File: config.mk
export PLATFORM = sky130hd
export DESIGN_NAME = pmp_csr_bank
export DESIGN_NICKNAME = d
export VERILOG_FILES = /design/src/rtl/pmp_pkg.sv /design/src/rtl/pmp_csr_bank.sv
export SDC_FILE = /design/constraint.sdc
export NUM_CORES = 1
export LEC_CHECK = 0
export BUFFER_PORTS_ARGS = -buffer_cell sky130_fd_sc_hd__buf_2
export CELL_PAD_IN_SITES_DETAIL_PLACEMENT = 1
export CELL_PAD_IN_SITES_GLOBAL_PLACEMENT = 1
export CORE_AREA = 2 2 247 249
export DETAILED_ROUTE_END_ITERATION = 12
export DIE_AREA = 0 0 249 251
export GPL_TIMING_DRIVEN = 0
export PLACE_DENSITY_LB_ADDON = 0.1
export SKIP_LAST_GASP = 1
export SLEW_MARGIN = 20
export SYNTH_ARGS = -nofsm -noshare
export SYNTH_HDL_FRONTEND = slang
export SYNTH_SLANG_ARGS = --single-unit
File: constraint.sdc
create_clock -name clk -period 2.25 [get_ports clk]
set_input_delay 0.1125 -clock clk [delete_from_list [all_inputs] [get_ports clk]]
set_output_delay 0.1125 -clock clk [all_outputs]
set_load 0.01 [all_outputs]
File: src/rtl/pmp_pkg.sv
package pmp_pkg;

    localparam int unsigned ADDR_W = 34;
    localparam int unsigned WORD_W = ADDR_W - 2;
    localparam int unsigned CSR_W  = 32;
    localparam int unsigned ENTRIES_PER_CSR = CSR_W / 8;

    typedef enum logic [1:0] {
        PRIV_USER    = 2'd0,
        PRIV_SUPER   = 2'd1,
        PRIV_RSVD    = 2'd2,
        PRIV_MACHINE = 2'd3
    } priv_e;

    typedef enum logic [1:0] {
        ACC_READ  = 2'd0,
        ACC_WRITE = 2'd1,
        ACC_EXEC  = 2'd2,
        ACC_RSVD  = 2'd3
    } acc_e;

    typedef enum logic [1:0] {
        AM_OFF   = 2'd0,
        AM_TOR   = 2'd1,
        AM_NA4   = 2'd2,
        AM_NAPOT = 2'd3
    } amode_e;

    // Stored part of a configuration byte: bits [4:0].
    typedef struct packed {
        amode_e mode;
        logic   x;
        logic   w;
        logic   r;
    } ecfg_t;

    localparam int unsigned ECFG_W = $bits(ecfg_t);

    function automatic logic perm_ok(ecfg_t c, acc_e k);
        case (k)
            ACC_READ:  return c.r;
            ACC_WRITE: return c.w;
            ACC_EXEC:  return c.x;
            default:   return 1'b0;
        endcase
    endfunction

    // Ones in every bit compared for a power-of-two region.
    function automatic logic [WORD_W-1:0] napot_keep(logic [WORD_W-1:0] a);
        logic [WORD_W-1:0] inc;
        inc = a + WORD_W'(1);
        return ~(a ^ inc);
    endfunction

endpackage

File: src/rtl/pmp_csr_bank.sv
module pmp_csr_bank
    import pmp_pkg::*;
#(
    parameter int unsigned NUM_ENTRIES = 16,
    localparam int unsigned IDX_W = $clog2(NUM_ENTRIES)
) (
    input  logic                                clk,
    input  logic                                rst,
    input  logic                                we,
    input  logic                                is_addr,
    input  logic [IDX_W-1:0]                    idx,
    input  logic [CSR_W-1:0]                    wdata,
    output ecfg_t [NUM_ENTRIES-1:0]             cfg_q,
    output logic  [NUM_ENTRIES-1:0][WORD_W-1:0] addr_q
);

    // Bits [7:5] of each configuration byte are not kept.
    logic unused_high_bits;
    always_comb begin
        unused_high_bits = 1'b0;
        for (int b = 0; b < int'(ENTRIES_PER_CSR); b++) begin
            unused_high_bits = unused_high_bits ^ (^wdata[8*b+ECFG_W +: 8-ECFG_W]);
        end
    end

    always_ff @(posedge clk) begin
        if (rst) begin
            cfg_q  <= '0;
            addr_q <= '0;
        end else if (we) begin
            for (int e = 0; e < int'(NUM_ENTRIES); e++) begin
                if (is_addr && idx == IDX_W'(e)) begin
                    addr_q[e] <= wdata[WORD_W-1:0];
                end
                if (!is_addr && idx == IDX_W'(e / int'(ENTRIES_PER_CSR))) begin
                    cfg_q[e] <= ecfg_t'(wdata[8*(e % int'(ENTRIES_PER_CSR)) +: ECFG_W]);
                end
            end
        end
    end

endmodule

# Word level (Yosys, flattened, before mapping)

Cells that the tools add are included.

Equality and inequality tests: 15
Reductions and logical operators: 42

Operators by type and width:

| cell               | number |
|---|---|
| $reduce_and 2->1   | 20 |
| $eq 4x4->1 const B | 8 |
| $logic_and 1x1->1  | 20 |
| $eq 4x3->1 const B | 4 |
| $eq 4x2->1 const B | 2 |
| $eq 4x1->1 const B | 1 |
| $logic_not 4->1    | 1 |
| $logic_not 1->1    | 1 |

Register bits after elaboration: 592
Bits of input ports: 40
Output and inout bits: 592
Logic and storage cells: 137

# Depth between registers and ports, before layout

Depth in word-level cells: 3
Depth in mapped cells: 6
Mapped depth without buffers: 3

# Worst setup path after synthesis

OpenSTA, ideal clock, no wires.

Path type: input to register
Start: input port is_addr
End: register addr_q[107] in the netlist's numbering
Setup time: 0.072 ns
Arrival: 1.068 ns
Data required time: 2.178 ns
Path slack: 1.110 ns
Stages: 6
Cell sequence: nor2b_1 -> buf_2 -> and2_1 -> buf_6 -> buf_6 -> mux2i_1

Word-level cells in the longest chain between the ends: 2

RTL lines:

| item                            | line               | RTL |
|---|---|---|
| from (decl)                     | pmp_csr_bank.sv:10 | `input logic is_addr,` |
| $logic_and 1x1->1               | pmp_csr_bank.sv:32 | `if (is_addr && idx == IDX_W'(e)) begin` |
| $reduce_and 2->1 (no line)      | -                  |  |
| to (signal, indexed assignment) | pmp_csr_bank.sv:33 | `addr_q[e] <= wdata[WORD_W-1:0];` |
| to (decl)                       | pmp_csr_bank.sv:14 | `output logic [NUM_ENTRIES-1:0][WORD_W-1:0] addr_q` |

Every way passes these cells.
A chain may end at the register's enable or synchronous reset.

==> load_flow_metrics.sql <==
INSERT INTO impl_metrics (metric_group, metric, value, unit) VALUES
('setup_path', 'worst-endpoint-arrival', '2130', 'ps'),
('layout', 'layout.core_utilization', '0.4930', ''),
('setup_path', 'critPathCaptureType', 'flop', ''),
('synthesis', 'netlist.area_leader.share', '0.5129', ''),
('routing', 'postRouteAntennaNets', '0', ''),
('layout', 'final.fill_count', '6676', ''),
('synthesis', 'post_synth_inst_count', '2038', ''),
('synthesis', 'synth_fp_nets', '2078', ''),
('die', 'die_y', '251', 'µm'),
('routing', 'drt-vias-per-instance', '4.867', ''),
('grt', 'grt_antenna_before_repair', '11', ''),
('setup_path', 'worst-endpoint-required', '2680', 'ps'),
('die', 'initial_core_util', '0.3864', ''),
('synthesis', 'synth_cell_type_count', '21', ''),
('min_path', 'min_path_type', 'input port to flop', ''),
('setup_path', 'critical_path.max_fanout', '10', ''),
('timing', 'hold-worst-slack', '31.29', 'ps'),
('timing', 'worst_clock_skew', '0', 'ps'),
('grt', 'globalRouteTotalUtil', '0.2764', ''),
('layout', 'finalNetCount', '2777', ''),
('clock_tree', 'htree_num_levels', '3', ''),
('clock_tree', 'holdBufCountCts', '0', ''),
('outcome', 'status', 'finished, final reports clean', ''),
('clock_tree', 'cts.repair_timing.setup_buffer_count', '0', ''),
('clock_tree', 'ctsLongestPathBuffers', '3', ''),
('synthesis', 'synth_top_area_cell', 'sky130_fd_sc_hd__dfxtp_1', ''),
('timing', 'pins_over_slew_limit', '0', ''),
('routing', 'post_drt_wl_per_cell', '24.90', 'µm'),
('setup_path', 'timing.critical_path.from_type', 'input port', ''),
('routing', 'routed_wl', '88.82', 'mm'),
('synthesis', 'netlist_area_before_placement', '0.02311', 'mm²'),
('timing', 'setup_ws', '551.2', 'ps'),
('die', 'coreArea', '0.05979', 'mm²'),
('routing', 'drc', '0', ''),
('grt', 'vias_in_the_first_global_route', '18620', ''),
('timing', 'timing.final.crit_share', '0.7550', ''),
('timing', 'timing.final.hold_violations', '0', ''),
('flow_run', 'max_cap_violations', '0', ''),
('synthesis', 'synth_area_per_cell', '11.34', 'µm²'),
('die', 'fp.dieW', '249', 'µm'),
('layout', 'drive_above_1_share', '0.2964', ''),
('place', 'post_place_setup_slack', '-75.08', 'ps'),
('routing', 'detail_route.iter0.violations', '658', ''),
('clock_tree', 'clock_insertion_delay_worst_skew', '600', 'ps'),
('synthesis', 'yosys_register_bits', '592', ''),
('grt', 'global_route.overflow_total', '0', ''),
('grt', 'grt_pass1_wl', '127.1', 'mm'),
('die', 'floorplan.die_area', '0.06250', 'mm²'),
('timing', 'grt_setup_unrepaired', 'false', ''),
('clock_tree', 'cts.sink_count', '592', ''),
('place', 'place.detailed.hpwl', '67.89', 'mm'),
('clock_tree', 'ctsResizeCount', '0', ''),
('routing', 'routed-via-count', '17360', ''),
('clock_tree', 'cts_tree', 'done', ''),
('timing', 'fin_crit', '1699', 'ps'),
('pwr', 'leakage_power', '16.39', 'nW'),
('clock_tree', 'clkTransAtPathRegs', '60', 'ps'),
('clock_tree', 'tritoncts.num_buffers', '67', ''),
('pwr', 'total_power_per_unit_cell_area', '777.9', 'mW/mm²'),
('grt', 'grt_max_degree', '14', ''),
('setup_path', 'crit_path_kind', 'input port to flop', ''),
('timing', 'max_slew_margin', '0.2561', ''),
('pwr', 'vdd.ir_drop.worst', '476.1', 'µV'),
('layout', 'p_r_area_growth_vs_syn', '27.58', '%'),
('synthesis', 'synth.yosys.warnings', '0', ''),
('place', 'final_weighted_congestion_in_routability_driven_placement', '0.8137', ''),
('timing', 'count_of_final_setup_violators', '0', ''),
('die', 'floorplan.rows', '90', ''),
('place', 'portBuffers', '630', ''),
('synthesis', 'synthTopCellsByArea', 'sky130_fd_sc_hd__dfxtp_1, sky130_fd_sc_hd__mux2i_1, sky130_fd_sc_hd__nand2b_1', ''),
('pwr', 'report.power.total', '0.02293', 'W'),
('clock_tree', 'buffer_cell_driving_the_clock_tree_root', 'sky130_fd_sc_hd__clkbuf_16', ''),
('timing', 'tightest_slew', '1116', 'ps'),
('synthesis', 'synth_sequential_area_ratio', '0.5129', ''),
('die', 'top_level_ports', '632', ''),
('timing', 'max_freq', '588.7', 'MHz'),
('routing', 'detailedRoute.firstPassIterationCount', '5', '');
kinds of logic (layout without fill, tap and decap cells):
kind of cell / Yosys count / in the layout / synth area share
other: 0 / 5 / 0
AND/OR/NAND/NOR: 655 / 655 / 0.1798
buffers and inverters: 199 / 941 / 0.05084
multiplexers: 592 / 592 / 0.2564
flip-flops: 592 / 592 / 0.5129
state kept, by name (all words and copies together), names as in the netlist:
name	cells
cfg_q	80
addr_q	512
Yosys cell counts (all sizes together):
cell      n
and4bb    1
dfxtp   592
nand3b    4
buf      82
nand3     4
nor4bb    1
nand2    12
nor4b     1
mux2i   592
and2      3
and3b     1
nor2b     1
clkbuf  117
and3      1
and4b     1
nor2      1
nand2b  624
critical path, stage by stage:
cell and delay (ps):
sky130_fd_sc_hd__buf_2 260, sky130_fd_sc_hd__clkbuf_1 600, sky130_fd_sc_hd__nand2b_1 210, sky130_fd_sc_hd__clkbuf_1 740, sky130_fd_sc_hd__mux2i_1 180
layout by cell type, fill, tap and decap left out, drive strengths merged, types with 5 or more instances in the layout:
master,instances
bufinv,5
nand2b,624
dfxtp,592
mux2i,592
clkinv,7
diode,5
clkbuf,216
buf,712
nand2,12
worst paths after layout:
path	startpoint	to	slack, ps	depth (start not counted)
setup / recovery	rst	addr_q[33]$_SDFFE_PP0P_	550	5
hold reg to reg	addr_q[460]$_SDFFE_PP0P_	addr_q[460]$_SDFFE_PP0P_	470	2
setup reg to reg	addr_q[306]$_SDFFE_PP0P_	addr_q[306]$_SDFFE_PP0P_	1540	2
hold / removal	wdata[29]	addr_q[509]$_SDFFE_PP0P_	30	4
area by class of cell:
type / instances / area, µm² / share of cell area
Antenna cell: 5 / 12.51 / 0.0004244
Buffer: 199 / 1176 / 0.03990
Clock buffer: 99 / 2034 / 0.06901
Clock inverter: 13 / 192.7 / 0.006536
Multi-Input combinational cell: 1247 / 10080 / 0.3420
Sequential cell: 592 / 11850 / 0.4020
Tap cell: 782 / 978.4 / 0.03319
Timing Repair Buffer: 630 / 3153 / 0.1070
per-stage QoR:
step	instances	cell area (µm²)	setup TNS, ps
floorplan	2038	23110	0
global placement	3450	27240	0
detailed placement	3450	27240	-821.9
CTS	3562	29470	0
global route	3566	29480	0
finish	3567	29480	0
routing by layer:
metal	track usage	vias up	part of all wire
li1	-	8055	-
met1	0.3026	8645	0.39
met2	0.4946	475	0.50
met3	0.07900	172	0.063
met4	0.1271	12	0.044
met5	0	-	0.00091
power breakdown:
part | total, W | internal [W] | leakage (nW) | switching [W]
Combinational | 0.00111 | 0.000415 | 10.5 | 0.000699
Clock | 0.0112 | 0.00680 | 1.09 | 0.00442
Sequential | 0.0106 | 0.0106 | 4.77 | 0.0000427
Total | 0.0229 | 0.0178 | 16.4 | 0.00516
Power figures use the tool's default switching activity.
